File: src/rtl/pipe_ctrl_pkg.sv
package pipe_ctrl_pkg;

  typedef struct packed {
    logic       dst_sel;
    logic [1:0] alu_mode;
    logic       imm_sel;
  } ex_ctl_t;

  typedef struct packed {
    logic branch;
    logic rd;
    logic wr;
  } mem_ctl_t;

  typedef struct packed {
    logic reg_we;
    logic load_sel;
  } wb_ctl_t;

  typedef struct packed {
    ex_ctl_t  ex;
    mem_ctl_t mem;
    wb_ctl_t  wb;
  } idex_t;

  typedef struct packed {
    mem_ctl_t mem;
    wb_ctl_t  wb;
  } exmem_t;

endpackage

File: src/rtl/pipe_ctrl_rst_sync.sv
module pipe_ctrl_rst_sync #(
  parameter int STAGES = 2
) (
  input  logic clk,
  input  logic rst_n,
  output logic rst_sync_n
);
  logic [STAGES-1:0] sync_q;
  logic [STAGES-1:0] sync_d;

  always_comb sync_d = {sync_q[STAGES-2:0], 1'b1};

  always_ff @(posedge clk or negedge rst_n) begin
    if (!rst_n) sync_q <= '0;
    else        sync_q <= sync_d;
  end

  assign rst_sync_n = sync_q[STAGES-1];
endmodule

File: src/rtl/pipe_ctrl_decode.sv
module pipe_ctrl_decode
  import pipe_ctrl_pkg::*;
#(
  parameter int               OPC_W    = 6,
  parameter logic [OPC_W-1:0] OPC_REG  = 6'b000000,
  parameter logic [OPC_W-1:0] OPC_LOAD = 6'b100011,
  parameter logic [OPC_W-1:0] OPC_STOR = 6'b101011,
  parameter logic [OPC_W-1:0] OPC_BEQ  = 6'b000100
) (
  input  logic [OPC_W-1:0] opcode,
  output idex_t            ctl
);
  always_comb begin
    ctl = '0;
    unique case (opcode)
      OPC_REG: begin
        ctl.ex.dst_sel  = 1'b1;
        ctl.ex.alu_mode = 2'b10;
        ctl.wb.reg_we   = 1'b1;
      end
      OPC_LOAD: begin
        ctl.ex.imm_sel  = 1'b1;
        ctl.mem.rd      = 1'b1;
        ctl.wb.reg_we   = 1'b1;
        ctl.wb.load_sel = 1'b1;
      end
      OPC_STOR: begin
        ctl.ex.imm_sel  = 1'b1;
        ctl.mem.wr      = 1'b1;
      end
      OPC_BEQ: begin
        ctl.ex.alu_mode = 2'b01;
        ctl.mem.branch  = 1'b1;
      end
      default: ctl = '0;
    endcase
  end
endmodule

File: src/rtl/pipe_ctrl_stage_reg.sv
module pipe_ctrl_stage_reg #(
  parameter int W = 4
) (
  input  logic         clk,
  input  logic         rst_n,
  input  logic         clr,
  input  logic [W-1:0] d,
  output logic [W-1:0] q
);
  logic [W-1:0] q_nxt;

  always_comb q_nxt = clr ? '0 : d;

  always_ff @(posedge clk or negedge rst_n) begin
    if (!rst_n) q <= '0;
    else        q <= q_nxt;
  end
endmodule

File: src/rtl/pipe_ctrl_gen.sv
module pipe_ctrl_gen
  import pipe_ctrl_pkg::*;
#(
  parameter int OPC_W = 6
) (
  input  logic             clk,
  input  logic             rst_n,
  input  logic [OPC_W-1:0] opcode_i,
  input  logic             bubble_i,
  input  logic             flush_idex_i,
  input  logic             flush_exmem_i,
  input  logic             flush_memwb_i,
  output logic             ex_dst_sel_o,
  output logic [1:0]       ex_alu_mode_o,
  output logic             ex_imm_sel_o,
  output logic             mem_branch_o,
  output logic             mem_read_o,
  output logic             mem_write_o,
  output logic             wb_reg_we_o,
  output logic             wb_load_sel_o
);
  localparam int IDEX_W  = $bits(idex_t);
  localparam int EXMEM_W = $bits(exmem_t);
  localparam int MEMWB_W = $bits(wb_ctl_t);

  logic    rst_sn;
  idex_t   dec_ctl;
  idex_t   idex_d, idex_q;
  exmem_t  exmem_d, exmem_q;
  wb_ctl_t memwb_d, memwb_q;

  pipe_ctrl_rst_sync #(.STAGES(2)) u_rst (
    .clk(clk), .rst_n(rst_n), .rst_sync_n(rst_sn)
  );

  pipe_ctrl_decode #(.OPC_W(OPC_W)) u_dec (
    .opcode(opcode_i), .ctl(dec_ctl)
  );

  // bubble selects the no-op word before the decode-to-execute register
  always_comb idex_d = bubble_i ? '0 : dec_ctl;

  pipe_ctrl_stage_reg #(.W(IDEX_W)) u_idex (
    .clk(clk), .rst_n(rst_sn), .clr(flush_idex_i), .d(idex_d), .q(idex_q)
  );

  // execute group is consumed here; memory and writeback move on
  always_comb begin
    exmem_d.mem = idex_q.mem;
    exmem_d.wb  = idex_q.wb;
  end

  pipe_ctrl_stage_reg #(.W(EXMEM_W)) u_exmem (
    .clk(clk), .rst_n(rst_sn), .clr(flush_exmem_i), .d(exmem_d), .q(exmem_q)
  );

  // memory group is consumed here; only writeback moves on
  always_comb memwb_d = exmem_q.wb;

  pipe_ctrl_stage_reg #(.W(MEMWB_W)) u_memwb (
    .clk(clk), .rst_n(rst_sn), .clr(flush_memwb_i), .d(memwb_d), .q(memwb_q)
  );

  assign ex_dst_sel_o  = idex_q.ex.dst_sel;
  assign ex_alu_mode_o = idex_q.ex.alu_mode;
  assign ex_imm_sel_o  = idex_q.ex.imm_sel;
  assign mem_branch_o  = exmem_q.mem.branch;
  assign mem_read_o    = exmem_q.mem.rd;
  assign mem_write_o   = exmem_q.mem.wr;
  assign wb_reg_we_o   = memwb_q.reg_we;
  assign wb_load_sel_o = memwb_q.load_sel;

  // reset holds every output at zero
  a_r1_reset_zero: assert property (@(posedge clk)
    !rst_sn |-> ({ex_dst_sel_o, ex_alu_mode_o, ex_imm_sel_o, mem_branch_o,
                  mem_read_o, mem_write_o, wb_reg_we_o, wb_load_sel_o} == '0));

  // read and write of data memory are exclusive
  a_r3_rw_exclusive: assert property (@(posedge clk) disable iff (!rst_sn)
    !(mem_read_o && mem_write_o));

  // bubble gives zero execute controls and no-op downstream groups
  a_r7_bubble_zero: assert property (@(posedge clk) disable iff (!rst_sn)
    bubble_i |=> (idex_q == '0));

  // decode-stage flush clears the decode-to-execute register
  a_r9_flush_idex: assert property (@(posedge clk) disable iff (!rst_sn)
    flush_idex_i |=> ({ex_dst_sel_o, ex_alu_mode_o, ex_imm_sel_o} == '0));

  // memory group follows the previous register unless flushed
  a_r10_exmem_follow: assert property (@(posedge clk) disable iff (!rst_sn)
    $past(rst_sn) |-> (exmem_q == ($past(flush_exmem_i) ? '0 :
                       {$past(idex_q.mem), $past(idex_q.wb)})));

  // writeback group follows the previous register unless flushed
  a_r11_memwb_follow: assert property (@(posedge clk) disable iff (!rst_sn)
    $past(rst_sn) |-> (memwb_q == ($past(flush_memwb_i) ? '0 :
                       $past(exmem_q.wb))));
endmodule

File: config.mk
export PLATFORM = sky130hd
export DESIGN_NAME = pipe_ctrl_gen
export DESIGN_NICKNAME = d
export VERILOG_FILES = /design/src/rtl/pipe_ctrl_pkg.sv /design/src/rtl/pipe_ctrl_rst_sync.sv /design/src/rtl/pipe_ctrl_decode.sv /design/src/rtl/pipe_ctrl_stage_reg.sv /design/src/rtl/pipe_ctrl_gen.sv
export SDC_FILE = /design/constraint.sdc
export NUM_CORES = 1
export LEC_CHECK = 0
export ABC_CLOCK_PERIOD_IN_PS = 850
export BUFFER_PORTS_ARGS = -buffer_cell sky130_fd_sc_hd__buf_4
export CAP_MARGIN = 20
export CORE_AREA = 2 2 39 41
export DETAILED_ROUTE_END_ITERATION = 10
export DIE_AREA = 0 0 41 43
export PLACE_DENSITY = 0.67
export SYNTH_ARGS = -nofsm -noshare
export SYNTH_HDL_FRONTEND = slang
export SYNTH_SLANG_ARGS = --single-unit
File: constraint.sdc
create_clock -name clk -period 0.85 [get_ports clk]
set_input_delay 0.085 -clock clk [delete_from_list [all_inputs] [get_ports clk]]
set_output_delay 0.085 -clock clk [all_outputs]
set_load 0.02 [all_outputs]
# Word level (Yosys, flattened, before mapping)
# Index checks and enable logic that the tools add are counted.
# word_totals
regBits	18
inputBits	12
output_inout_bits	9
word_cells	21
# op_classes
n_eq_ne	3
muxes	11
reduce_logical	3
# op_table
cell	count
$mux W9	2
$eq A6 B6 Y1 const B	2
$eq A6 B3 Y1 const B	1
$logic_not A6 Y1	1
$mux W1	6
$mux W5	1
$pmux W2 S2	1
$reduce_or A2 Y1	2
$mux W2	1

# Logic depth before layout (Yosys ltp)
# Gate-level depths: netlist (run 1).
# logic_depth
depth_word	5
ltp_mapped	2
mapped_depth_nobuf	2

# Modules after synthesis
# From an unflattened synthesis (run 1), not the netlist that was laid out.
# hier_totals
cells_unflattened	57
area_unflattened_um2	710.7
# modules_own_cells
module	n_inst	cells_per_inst	area_per_inst_um2	seq_area_each_um2
pipe_ctrl_stage_reg at u_idex	1	18	281.5	225.2
pipe_ctrl_stage_reg at u_exmem	1	10	156.4	125.1
pipe_ctrl_decode	1	13	100.1	0.0
pipe_ctrl_stage_reg at u_memwb	1	4	62.6	50.0
pipe_ctrl_gen	1	9	56.3	0.0
pipe_ctrl_rst_sync	1	3	53.8	50.0

# Worst setup path after synthesis (run 1)
# OpenSTA, ideal clock, no wires.
# synth_path
kind	input port to flip-flop
start	in opcode_i[4]
end	reg u_idex.q[1]
setup_ps	73
arrival_time_ps	765
required_ps	777
slack_ps	12
stages	2
path_buffers	0
path_cell_list	or4_4 -> a21oi_2
# synth_via
elab_chain_cells	5
elab_cells_between_ends	6
cone_classes	eq/ne: 1; mux: 3; reduce/logical: 2
# synth_rtl
item	line	text
from (decl)	pipe_ctrl_gen.sv:8	input logic [OPC_W-1:0] opcode_i,
$eq A6 B6 Y1 or $logic_not A6 Y1 (tied branches)	pipe_ctrl_decode.sv:15	unique case (opcode)
$reduce_or A2 Y1 (no source line) (*)	--	
$mux W1 (*)	pipe_ctrl_decode.sv:15	
$mux W9 (*)	pipe_ctrl_gen.sv:41	always_comb idex_d = bubble_i ? '0 : dec_ctl;
$mux W9 (*)	pipe_ctrl_stage_reg.sv:12	always_comb q_nxt = clr ? '0 : d;
via u_idex.q_nxt[1]	pipe_ctrl_stage_reg.sv:10	logic [W-1:0] q_nxt;
to (signal assigned)	pipe_ctrl_stage_reg.sv:16	else q <= q_nxt;
to (decl)	pipe_ctrl_stage_reg.sv:8	output logic [W-1:0] q
# The timed path passes the listed nets; every way through them passes the cells marked *.

==> metrics.md, run 1 <==
| Metric | Value |
|---|---|
| Hold Path Stages | `3` |
| Routed WL | `840 microns` |
| Detailed Routing Iterations Pass 1 | `4` |
| Switch Pwr | `0.253 mW` |
| Compound-gate portion of the synthesized area | `0.0167` |
| Mux contribution to synthesized area | `0` |
| Hold Violations, Final | `0` |
| Width of the die | `just over 40 microns` |
| Share of layout cells above drive strength 1 | `0.478` |
| Setup Buffers After CTS | `0` |
| Synth area leader | `dfrtp_1` |
| Vias | `374` |
| Worst min path class | `input port to flop` |
| Post-Place Worst Slack | `-0.158 ns` |
| Post-synthesis sequential area ratio | `0.718` |
| Max Fclk | `1140 MHz` |
| # nets final | `80` |
| Initial DRC Count | `1` |
| Slowest-stage cell, CP | `dfrtp_1` |
| Final setup fails | `9` |
| Count leader, synth | `dfrtp_1` |
| Worst r2r src | `u_idex.q[4]` |
| Synth area leaders | `dfrtp_1 (72%), nor2b_1 (7.2%), or4_4 (4.3%), buf_4 (2.9%), nor2_1 (2.2%)` |
| Design area | `817 sq um` |
| Syn_nets | `49` |
| Tmin final | `0.880 ns` |
| Hold Path End | `u_idex.q[2]` |
| Synth Area in Simple Gates | `0.222` |
| Htree depth | `1` |
| Worst Hold Launch | `bubble_i` |
| Vias in the first global route | `360` |
| Clock Skew | `between 0.0015 and 0.002 ns` |
| First-pass GRT wire length | `between 1000 and 1500 microns` |
| Clk pwr share | `0.318` |
| Crit path launch | `u_exmem.q[0]` |
| DR DRC count | `0` |
| CTS tree | `done` |
| CTS root buf | `clkbuf_4` |
| Yosys reg bits | `15` |
| Critical Path Sink Type | `primary output` |
| Placed instance count | `74` |
| Port bufs | `20` |
| GPL Wtd Cong | `0.656` |
| Vias per cell | `4.51` |
| Post-synthesis instance total | `37` |
| Core box area | `1380 sq um` |
| Largest net degree at the start of global routing | `14` |
| DP Area | `701 sq um` |
| Sequential Power Share | `0.591` |
| YS warnings | `0` |
| Mapped Area | `523 sq um` |
| CP cell instances | `buf_6` |
| Finished Layout Cells | `83` |
| Multi-input logic area | `135 sq um` |
| Global Route met2 Usage | `0.175` |
| Crit path max-delay family | `flip-flops` |
| P_int | `~0.97 mW` |
| RSZ-0062 raised after global routing | `yes` |
| Final antenna-violating net count | `0` |
| Bufs and invs on worst path | `1` |
| Number of synthesized flops with an enable pin | `0` |
| Syn avg cell area | `14.1 sq um` |
| Max-slew violation count | `0` |
| # IOs | `21` |
| Kind of critical path | `flop to primary output` |
| VDD IR max | `1.09 mV` |
| Clock buffer depth | `2` |
| Switching Fraction | `0.207` |
| CP max FO | `2` |
| Worst R2R Path Depth | `1` |
| Status | `complete, but fails checks` |
| Top cell type's share of synthesized area | `0.718` |
| Synth async-reset ratio | `1.00` |
| ANT cells | `0` |
| Setup WS post-layout | `-0.0302 ns` |
| Pwr/cell area | `around 1500 nW/um^2` |
| WL per Instance | `10.1 microns` |
| Area grow syn2layout | `56.2%` |
| Fillers | `121` |
| Crit path DAT | `0.80 ns` |
| Max capacitance violation total | `0` |
| Total power | `between 1 and 1.5 mW` |
| Main combinational cell family by area after synthesis | `simple AND/OR/NAND/NOR gates` |
| GRT Util Overall | `0.127` |
| Clock latency on the worst-skew pair | `~0.27 ns` |
| Met3 usage | `0.0314` |
| Reg2reg setup slack | `approximately 0.23 ns` |
| Ys flop type | `dfrtp_1` |
| Synth Area in Adders | `0` |
| Die height | `about 43 microns` |
| Reg clk slew, reported paths | `0.08 ns` |
| Sink Count | `15` |
| Reg area | `375 sq um` |
| Initial Util | `0.378` |
| Leakage Power | `approximately 0.40 nW` |
| Failing checks | `setup timing` |
| CTS Buf Count | `3` |
| GR peak layer | `met2` |
| Die area | `1760 sq um` |
| Initial antenna violation count | `0` |
| XOR/XNOR Fraction of Synth Area | `0` |
| Gate power share | `0.090` |
| GR Util met1 | `0.153` |
| Slowest stage delay, CP | `0.39 ns` |
| Startpoint types | `flop` |
| Most instantiated cells after synthesis | `dfrtp_1 (15), nor2b_1 (6), nor2_1 (3)` |
| GRT Residual Overflow | `0` |
| RR Endpoint | `u_exmem.q[4]` |
| Final period utilization | `1.04` |
| Cell variety after synth | `14` |
| Worst Path Required | `0.76 ns` |
| Num rows | `14` |
==> kinds of logic (layout without fill, tap and decap cells) <==
group / count (synthesis) / in the layout
simple gates: 17 / 17
compound gates: 1 / 1
other cells: 1 / 1
flops: 15 / 15
buf+inv: 3 / 33
==> tightest hold or removal path: cells and delay by family <==
kind          cells  cell delay [ns]
simple gates      2             0.14
buf+inv           1             0.09
==> how the worst max path moves through the flow <==
stage | end | slack, ns | cells past startpoint
final | mem_read_o | -0.03 | 1
after global routing | ex_alu_mode_o[0] | -0.07 | 1
after CTS | ex_alu_mode_o[0] | -0.04 | 1
after detailed placement | u_idex.q[1] | -0.16 | 3
after global placement | u_idex.q[1] | -0.14 | 3
after floorplan | u_idex.q[1] | 0.01 | 2
==> sequential cells by signal, indices dropped and copies added (netlist names) <==
signal,count
u_memwb.q,2
u_rst.sync_q,2
u_exmem.q,4
u_idex.q,7
==> power groups by stage <==
stage / Combinational [mW] / Clock [mW] / Sequential, mW
floorplan: 0.0163 / 0 / 0.745
global placement: 0.0887 / 0 / 0.735
detailed placement: 0.0912 / 0 / 0.735
CTS: 0.106 / 0.402 / 0.721
global route: 0.123 / 0.446 / 0.722
finish: 0.110 / 0.388 / 0.721
==> cell usage in the layout (no fill, tap or decap) <==
master,synthesis,final
or3_1,1,1
nor4_2,0,1
dlygate4sd3_1,0,5
inv_1,1,1
or4_4,2,2
a21oi_2,1,1
or3b_2,1,1
nor2_1,3,3
nor2b_1,6,6
dfrtp_1,15,15
buf_4,2,14
clkbuf_1,0,1
nor3_2,1,1
nand4b_1,1,1
nor3_1,1,1
clkbuf_4,0,3
conb_1,1,1
buf_6,0,9
==> layer usage <==
layer | wire [microns] | share of wire | vias to the layer above
li1 | - | - | 179
met1 | 312 | 0.37 | 175
met2 | 467 | 0.56 | 18
met3 | 44 | 0.052 | 2
met4 | 14 | 0.017 | 0
met5 | 0 | 0 | -
==> through the flow <==
| stage | utilization | TNS, ns | hold slack (ns) |
|---|---|---|---|
| finish | 0.590 | -0.190 | 0.0706 |
| global route | 0.590 | -0.545 | 0.0588 |
| CTS | 0.579 | -0.270 | -0.0237 |
| detailed placement | 0.506 | -0.580 | -0.130 |
| global placement | 0.506 | -0.558 | -0.132 |
| floorplan | - | 0 | -0.211 |
==> layout make-up <==
type / count / area share
inverters: 1 / 0.00459
clock buffers: 4 / 0.0322
flip-flops and latches: 15 / 0.459
well taps: 16 / 0.0245
repair buffers: 28 / 0.314
multi-input cells: 19 / 0.165
==> repair_timing <==
action                                 4_1_cts  5_1_grt
endpoints found under the hold margin        9        1
resized for setup                            9        1
hold buffers                                 4        1
setup endpoints to repair                    9       10
Note: power is estimated with default switching activity, not from simulation.
==> inputs of run 2 (changes only) <==
Settings changed: BUFFER_PORTS_ARGS -buffer_cell sky130_fd_sc_hd__buf_4 to not set, DONT_BUFFER_PORTS set to 1, PLACE_DENSITY 0.67 to not set.
==> metrics.md, run 2 (synthesis gave the netlist of run 1 again) <==
| Metric | Value |
|---|---|
| Status | `complete, but fails checks (unchanged)` |
| Failing checks | `hold timing, setup timing (was setup timing)` |
| DP Area | `558 sq um (was 701 sq um)` |
| GPL Wtd Cong | `0.642 (was 0.656)` |
| Width of the die | `41 microns (unchanged)` |
| Die height | `43 microns (unchanged)` |
| Critical Path Sink Type | `primary output (unchanged)` |
| Sink Count | `15 (unchanged)` |
| # nets final | `60 (was 80)` |
| Hold Buf Count CTS | `4 (unchanged)` |
| Vias | `317 (was 374)` |
| First-pass GRT wire length | `1210 microns (was 1430 microns)` |
| GRT Util Overall | `0.111 (was 0.127)` |
| Port bufs | `0 (was 20)` |
| Design area | `632 sq um (was 817 sq um)` |
| CTS root buf | `clkbuf_4 (unchanged)` |
| Leading cell type in the layout, fill and taps excluded | `dfrtp_1 (unchanged)` |
| Initial antenna violation count | `0 (unchanged)` |
| Area grow syn2layout | `20.8% (was 56.2%)` |
| Routed WL | `687 microns (was 840 microns)` |
| Largest reg by FF count | `u_idex.q (unchanged)` |
| Crit path max-delay family | `flip-flops (unchanged)` |
| Htree depth | `1 (unchanged)` |
| Bufs and invs on worst path | `1 (unchanged)` |
| CP max FO | `2 (unchanged)` |
| Detailed Routing Iterations Pass 1 | `2 (was 4)` |
| Initial Util | `0.378 (unchanged)` |
| Kind of critical path | `flop to primary output (unchanged)` |
| Commonest cells after routing, fill and taps aside | `dfrtp_1 (15), nor2b_1 (6), dlygate4sd3_1 (4) (was dfrtp_1 (15), buf_4 (14), buf_6 (9))` |
| Setup WS post-layout | `-0.0313 ns (was -0.0302 ns)` |
| VDD IR max | `0.826 mV (was 1.09 mV)` |
| Minimum hold slack | `-0.124 ns (was 0.0706 ns)` |
| Tmin final | `0.881 ns (was 0.880 ns)` |
| Clock buffer depth | `2 (unchanged)` |
| Setup Buffers After CTS | `0 (unchanged)` |
| Clock Skew | `0.000945 ns (was 0.00163 ns)` |
| Biggest regs | `u_idex.q x7, u_exmem.q x4 (unchanged)` |
| CP cell instances | `buf_6 (unchanged)` |
| Startpoint types | `flop (unchanged)` |
| Worst r2r src | `u_idex.q[4] (unchanged)` |
| Post-Place Worst Slack | `-0.0155 ns (was -0.158 ns)` |
| RSZ-0062 raised after global routing | `yes (unchanged)` |
| Final setup fails | `2 (was 9)` |
| Largest net degree at the start of global routing | `9 (was 14)` |
| Total power | `1.15 mW (was 1.22 mW)` |
| Crit path launch | `u_exmem.q[0] (unchanged)` |
| Vias per cell | `5.03 (was 4.51)` |
| CTS Buf Count | `3 (unchanged)` |
| ANT cells | `0 (unchanged)` |
| Slowest-stage cell, CP | `dfrtp_1 (unchanged)` |
| Hold Violations, Final | `4 (was 0)` |
| Worst Hold Launch | `flush_idex_i (was bubble_i)` |
| Max FFs per register | `7 (unchanged)` |
| Leakage Power | `0.294 nW (was 0.399 nW)` |
| Final period utilization | `1.04 (about the same)` |
| Vias in the first global route | `357 (was 360)` |
| Final antenna-violating net count | `0 (unchanged)` |
| Max-slew violation count | `0 (unchanged)` |
| WL per Instance | `10.9 microns (was 10.1 microns)` |
| Initial DRC Count | `2 (was 1)` |
| Share of layout cells above drive strength 1 | `0.255 (was 0.478)` |
| GRT Residual Overflow | `0 (unchanged)` |
| Max capacitance violation total | `0 (unchanged)` |
| DR DRC count | `0 (unchanged)` |
| Worst Path Required | `0.76 ns (about the same)` |
| Crit path DAT | `0.80 ns (about the same)` |
| Slowest stage delay, CP | `0.39 ns (about the same)` |
| CTS tree | `done (unchanged)` |
| Worst min path class | `input port to flop (unchanged)` |
| Reg clk slew, reported paths | `0.08 ns (about the same)` |
| Max Fclk | `1130 MHz (was 1140 MHz)` |
| Pwr/cell area | `1820 nW/um^2 (was 1490 nW/um^2)` |
| HPWL Detailed | `between 500 and 600 microns` |
| Clock latency on the worst-skew pair | `0.27 ns (about the same)` |
| Die area | `1760 sq um (unchanged)` |
| # IOs | `21 (unchanged)` |
| Core box area | `1380 sq um (unchanged)` |
| Num rows | `14 (unchanged)` |
[run 2: final timing paths]
| kind | to | slack (ns) | depth (start not counted) |
|---|---|---|---|
| setup reg to reg | u_exmem.q[4] | 0.22 | 1 |
| hold reg to reg | u_exmem.q[1] | 0.16 | 1 |
| hold / removal | u_idex.q[5] | -0.12 | 1 |
| max in group asynchronous | u_idex.q[4] | 0.57 | 1 |
| min in group asynchronous | u_rst.sync_q[0] | 0.04 | 1 |
| setup / recovery | mem_read_o | -0.03 | 1 |
[run 2: what timing repair did]
action / CTS / global route
hold endpoints to repair: 15 / 7
setup endpoints to repair: 2 / 2
gates resized for setup: 2 / 0
[run 2: cell type report]
cell class / count / area, sq um
Clock buffer: 4 / 26.3
Fill cell: 131 / 752
Inverter: 1 / 3.75
Multi-Input combinational cell: 19 / 129
Sequential cell: 15 / 375
Tap cell: 16 / 20.0
Timing Repair Buffer: 8 / 77.6
[run 2: power by group]
part	total, mW	internal (mW)	switching (mW)
Combinational	0.0525	0.0280	0.0245
Clock	0.373	0.181	0.192
Sequential	0.723	0.719	0.00368
[run 2: metal layers]
layer,part of all wire,track usage,routed length (microns)
met3,0.10,0.0524,72
met2,0.54,0.178,371
met1,0.32,0.0897,223
met4,0.028,0.100,19
met5,0,0,0
[run 2: stage by stage]
step,util,setup TNS [ns],std cells
finish,0.457,-0.0613,63
global route,0.457,-0.142,63
CTS,0.457,-0.100,63
detailed placement,0.403,-0.0155,55
global placement,0.403,0,55
floorplan,-,0,37
